==> src/rtl/cmpmov_pkg.sv <==
package cmpmov_pkg;
  localparam int OPC_W = 6;
  localparam int FN_W  = 6;

  localparam logic [OPC_W-1:0] OPC_REG   = 6'h00;
  localparam logic [OPC_W-1:0] OPC_LTI   = 6'h0a;
  localparam logic [OPC_W-1:0] OPC_LTIU  = 6'h0b;
  localparam logic [FN_W-1:0]  FN_LT     = 6'h2a;
  localparam logic [FN_W-1:0]  FN_LTU    = 6'h2b;
  localparam logic [FN_W-1:0]  FN_MOVZ   = 6'h0a;
  localparam logic [FN_W-1:0]  FN_MOVN   = 6'h0b;

  typedef enum logic [2:0] {
    KIND_NONE,
    KIND_LT,
    KIND_LTU,
    KIND_LTI,
    KIND_LTIU,
    KIND_MOVZ,
    KIND_MOVN
  } op_kind_e;
endpackage

==> src/rtl/cmpmov_decode.sv <==
module cmpmov_decode
  import cmpmov_pkg::*;
(
  input  logic [OPC_W-1:0] opcode,
  input  logic [FN_W-1:0]  funct,
  output op_kind_e         kind
);
  always_comb begin
    kind = KIND_NONE;
    unique case (opcode)
      OPC_REG: begin
        case (funct)
          FN_LT:   kind = KIND_LT;
          FN_LTU:  kind = KIND_LTU;
          FN_MOVZ: kind = KIND_MOVZ;
          FN_MOVN: kind = KIND_MOVN;
          default: kind = KIND_NONE;
        endcase
      end
      OPC_LTI:  kind = KIND_LTI;
      OPC_LTIU: kind = KIND_LTIU;
      default:  kind = KIND_NONE;
    endcase
  end
endmodule

==> src/rtl/cmpmov_compare.sv <==
module cmpmov_compare #(
  parameter int DATA_W = 32,
  parameter int IMM_W  = 16
) (
  input  logic [DATA_W-1:0] lhs,
  input  logic [DATA_W-1:0] rhs_reg,
  input  logic [IMM_W-1:0]  imm,
  input  logic              use_imm,
  input  logic              is_signed,
  output logic              less
);
  localparam int EXT_W = DATA_W - IMM_W;

  logic [DATA_W-1:0] imm_ext;
  logic [DATA_W-1:0] rhs;
  logic              ult;

  generate
    if (EXT_W > 0) begin : g_ext
      assign imm_ext = {{EXT_W{imm[IMM_W-1]}}, imm};
    end else begin : g_noext
      assign imm_ext = imm[DATA_W-1:0];
    end
  endgenerate

  assign rhs = use_imm ? imm_ext : rhs_reg;
  assign ult = lhs < rhs;

  // One magnitude comparator serves both orderings; signs differing decides signed case.
  always_comb begin
    if (is_signed && (lhs[DATA_W-1] != rhs[DATA_W-1])) less = lhs[DATA_W-1];
    else                                               less = ult;
  end
endmodule

==> src/rtl/cmpmov_outreg.sv <==
module cmpmov_outreg #(
  parameter int PAY_W = 38
) (
  input  logic             clk,
  input  logic             rst_n,
  input  logic             up_valid,
  output logic             up_ready,
  input  logic [PAY_W-1:0] up_data,
  output logic             dn_valid,
  input  logic             dn_ready,
  output logic [PAY_W-1:0] dn_data
);
  assign up_ready = !dn_valid || dn_ready;

  always_ff @(posedge clk) begin
    if (!rst_n) begin
      dn_valid <= 1'b0;
      dn_data  <= '0;
    end else if (up_ready) begin
      dn_valid <= up_valid;
      if (up_valid) dn_data <= up_data;
    end
  end
endmodule

==> src/rtl/cmpmov_unit.sv <==
module cmpmov_unit
  import cmpmov_pkg::*;
#(
  parameter int DATA_W = 32,
  parameter int IMM_W  = 16,
  parameter int IDX_W  = 5
) (
  input  logic              clk,
  input  logic              rst_n,
  input  logic              in_valid,
  output logic              in_ready,
  input  logic [OPC_W-1:0]  in_opcode,
  input  logic [IMM_W-1:0]  in_imm,
  input  logic [IDX_W-1:0]  in_rt_idx,
  input  logic [DATA_W-1:0] in_rs_val,
  input  logic [DATA_W-1:0] in_rt_val,
  output logic              out_valid,
  input  logic              out_ready,
  output logic [DATA_W-1:0] out_result,
  output logic              out_wr_en,
  output logic [IDX_W-1:0]  out_dest
);
  localparam int PAY_W  = DATA_W + 1 + IDX_W;
  localparam int RD_LSB = IMM_W - IDX_W;

  op_kind_e          kind;
  logic              less;
  logic              use_imm;
  logic              is_signed;
  logic              rt_zero;
  logic [IDX_W-1:0]  rd_idx;
  logic [DATA_W-1:0] res_d;
  logic              wr_d;
  logic [IDX_W-1:0]  dest_d;

  assign rd_idx    = in_imm[IMM_W-1:RD_LSB];
  assign use_imm   = (kind == KIND_LTI) || (kind == KIND_LTIU);
  assign is_signed = (kind == KIND_LT)  || (kind == KIND_LTI);
  assign rt_zero   = ~|in_rt_val;

  cmpmov_decode u_dec (
    .opcode (in_opcode),
    .funct  (in_imm[FN_W-1:0]),
    .kind   (kind)
  );

  cmpmov_compare #(.DATA_W(DATA_W), .IMM_W(IMM_W)) u_cmp (
    .lhs       (in_rs_val),
    .rhs_reg   (in_rt_val),
    .imm       (in_imm),
    .use_imm   (use_imm),
    .is_signed (is_signed),
    .less      (less)
  );

  always_comb begin
    res_d  = '0;
    wr_d   = 1'b0;
    dest_d = '0;
    case (kind)
      KIND_LT, KIND_LTU: begin
        res_d  = {{(DATA_W-1){1'b0}}, less};
        wr_d   = 1'b1;
        dest_d = rd_idx;
      end
      KIND_LTI, KIND_LTIU: begin
        res_d  = {{(DATA_W-1){1'b0}}, less};
        wr_d   = 1'b1;
        dest_d = in_rt_idx;
      end
      KIND_MOVZ: begin
        res_d  = in_rs_val;
        wr_d   = rt_zero;
        dest_d = rd_idx;
      end
      KIND_MOVN: begin
        res_d  = in_rs_val;
        wr_d   = !rt_zero;
        dest_d = rd_idx;
      end
      default: ;
    endcase
  end

  cmpmov_outreg #(.PAY_W(PAY_W)) u_out (
    .clk      (clk),
    .rst_n    (rst_n),
    .up_valid (in_valid),
    .up_ready (in_ready),
    .up_data  ({res_d, wr_d, dest_d}),
    .dn_valid (out_valid),
    .dn_ready (out_ready),
    .dn_data  ({out_result, out_wr_en, out_dest})
  );
endmodule

==> config.mk <==
export PLATFORM = sky130hd
export DESIGN_NAME = cmpmov_unit
export DESIGN_NICKNAME = d
export VERILOG_FILES = /design/src/rtl/cmpmov_pkg.sv /design/src/rtl/cmpmov_decode.sv /design/src/rtl/cmpmov_compare.sv /design/src/rtl/cmpmov_outreg.sv /design/src/rtl/cmpmov_unit.sv
export SDC_FILE = /design/constraint.sdc
export NUM_CORES = 1
export LEC_CHECK = 0
export BUFFER_PORTS_ARGS = -buffer_cell sky130_fd_sc_hd__clkbuf_2
export CAP_MARGIN = 10
export CELL_PAD_IN_SITES_DETAIL_PLACEMENT = 2
export CELL_PAD_IN_SITES_GLOBAL_PLACEMENT = 2
export CORE_ASPECT_RATIO = 1.1
export CORE_MARGIN = 4
export CORE_UTILIZATION = 25
export CTS_CLUSTER_DIAMETER = 150
export DETAILED_ROUTE_END_ITERATION = 7
export GPL_TIMING_DRIVEN = 0
export PLACE_DENSITY_LB_ADDON = 0.3
export SKIP_LAST_GASP = 1
export SYNTH_ARGS = -nofsm -noshare
export SYNTH_HDL_FRONTEND = slang
export SYNTH_SLANG_ARGS = --single-unit
==> constraint.sdc <==
create_clock -name clk -period 3.8 [get_ports clk]
set_input_delay 0.19 -clock clk [delete_from_list [all_inputs] [get_ports clk]]
set_output_delay 0.19 -clock clk [all_outputs]
set_load 0.01 [all_outputs]
==> reports/metrics.csv <==
metric;value;unit
status;finished, final reports clean;
startpoint_type;primary input;
clkPwrFrac;0.399;
setup.worst_path.end_class;register;
via_per_inst;5.11;
power.density;283;nW/um2
top_layer;met4;
drcViolationCount;0;
cp_slowest_stage_delay;0.58;ns
pwr-share-comb;0.216;
cts_sinks;39;
vias;3215;
r2r-start;u_out.dn_valid;
swShare;0.287;
synth_async_sr_flop_share;0;
rsz0062_at_grt;no;
synth_area_leader_cell;dfxtp_1;
path_cells;clkbuf_2, or4_1, or4_4, and3_4, nor2_4, buf_2, a21oi_1, ha_1, nand3_1, nor4_2, o221ai_1, and3_1, o221ai_1, a21oi_1;
fin_tns_setup;0;ns
min_path_type;in -> reg;
finalSetupViolations;0;
drtIter0Drc;78;
numCtsBuffers;5;
syn_area;2820;um2
rows;40;
grt_pass1_wl;18.7;mm
skew;0.00660;ns
slew_violations;0;
nNetsFinal;612;
worstPathMaxFanout;10;
avgRoutedWirePerCell;18.7;um
synth_most_common_cell;nand2_1;
dieHeight;119;um
rrSetupSlack;1.85;ns
hp-start;in_rs_val[18];
wl_met2;6.03;mm
crit_slowest_cell;or4_4;
cts.htree.levels;2;
p_int;772;uW
yosysWarnings;0;
synth_edf_count;0;
synth_commonest_cells;nand2_1 (44), dfxtp_1 (39), nand3_1 (39);
grt_antenna_before_repair;0;
cts_setup_buffers;0;
seq_area_frac_synth;0.277;
synth_cells;342;
grt_max_degree;12;
n_antenna_cell;0;
portBuffers;133;
wl_met3;695;um
dieWidth;109;um
worst_ep_required_time;3.97;ns
overflow;0;
cts_tree;built;
syn-mean-instance-area;8.25;um2
min_period_over_period;0.938;
synth.top_cell.area_share;0.277;
synth_cell_type_count;44;
core;11000;um2
place_hpwl;10.1;mm
ctsResizeCount;0;
fmaxAchievable;281;MHz
switching_power;311;uW
ys_seq_elements;39;
drtPass1Iterations;4;
ir_worst_vdd;0.140;mV
postCtsHoldBufs;0;
holdWs;0.168;ns
synth_area_leaders;dfxtp_1 (28%), ha_1 (16%), a21boi_0 (8.5%);
maxCapViolations;0;
drt-total-wl;11.8;mm
start_util;0.257;
cts_buffer_depth;2;
relSlewSlack;0.588;
die-area;13000;um2
wl_met1;4.90;mm
postRouteAntennaNets;0;
clkTransAtPathRegs;0.06;ns
ios;135;
cts_root_buf;clkbuf_16;
area_growth;35.9;%
synth_ff_type;dfxtp_1;
syn-num-nets;472;
first_global_vias;3677;
fin_crit;3.56;ns
clk_latency;0.29;ns
drive_gt1_frac;0.334;
worst_pin_slew;0.618;ns
track_usage;0.183;
p_leak;0.00174;uW
hold_viol_final;0;
worst-setup-path-type;in -> reg;
seqPwrFrac;0.384;
routabilityCongestion;0.839;
cp-startpoint;in_opcode[0];
arrival;3.73;ns
-- registers in the layout, indices dropped and copies added, names as in the netlist --
signal	flops
u_out.dn_data	38
u_out.dn_valid	1
-- stage by stage --
stage / cells / instance area (um2) / power [uW] / utilization / setup slack [ns]
finish: 629 / 3830 / 1080 / 0.350 / 0.236
global route: 629 / 3830 / 1140 / 0.350 / 0.00354
CTS: 629 / 3810 / 1100 / 0.348 / 0.0214
detailed placement: 622 / 3670 / 659 / 0.335 / -0.258
global placement: 622 / 3670 / 650 / 0.335 / -0.131
floorplan: 342 / 2820 / 540 / - / 0.438
-- area by class of cell --
type                    instances  area, um2
multi-input cells             280       1940
inverters                       3       11.3
plain buffers                  20        110
fillers                      1314       7130
clock buffers                   6        139
well taps                     147        184
repair buffers                133        666
flip-flops and latches         39        781
clock inverters                 1       5.00
-- placed cells by master (no fill, tap or decap), drive strengths merged, types with 2 or more instances in the layout --
cell type | netlist | layout
a211oi | 4 | 4
a21boi | 33 | 33
a21oi | 27 | 27
a221o | 2 | 2
a221oi | 6 | 6
and2 | 3 | 3
and3 | 3 | 3
buf | 8 | 8
clkbuf | 12 | 151
dfxtp | 39 | 39
ha | 35 | 35
inv | 3 | 3
mux2i | 14 | 14
nand2 | 44 | 44
nand2b | 2 | 2
nand3 | 39 | 39
nand4 | 6 | 6
nor2 | 14 | 14
nor2b | 2 | 2
nor3 | 7 | 7
nor3b | 5 | 5
nor4 | 10 | 10
o21a | 2 | 2
o21ai | 6 | 6
o221ai | 3 | 3
or2 | 3 | 3
or4 | 3 | 3
-- kinds of logic after synthesis --
family,after synthesis,synth area share
flip-flops,39,0.277
AND/OR/NAND/NOR,142,0.254
multiplexers,15,0.0537
AO/OA/AOI/OAI,88,0.217
adder cells (fa/ha/maj),35,0.155
buffers and inverters,23,0.0430
-- worst max-delay path, delay by kind of cell --
| family | cells | cell delay (ns) |
|---|---|---|
| buf+inv | 2 | 0.41 |
| simple gates | 7 | 2.31 |
| compound gates | 4 | 0.50 |
| fa+ha+maj | 1 | 0.31 |
-- layer usage --
layer	vias up	GRT usage
met4	0	0.0429
met2	98	0.336
met5	-	0
met3	14	0.0385
met1	1546	0.212
li1	1557	-
-- power by group through the flow --
stage / Combinational (uW) / Clock (uW) / Sequential [uW]
after floorplan: 113 / 0 / 428
after global placement: 225 / 0 / 425
after CTS: 236 / 450 / 416
final: 234 / 433 / 416
after detailed placement: 234 / 0 / 426
after global routing: 264 / 458 / 417
-- worst paths after layout --
kind,end,depth (start not counted)
hold / removal,u_out.dn_data[24],3
setup / recovery,u_out.dn_data[6],14
hold reg to reg,u_out.dn_data[26],2
setup reg to reg,u_out.dn_data[36],6
(Power assumes the default switching activity.)
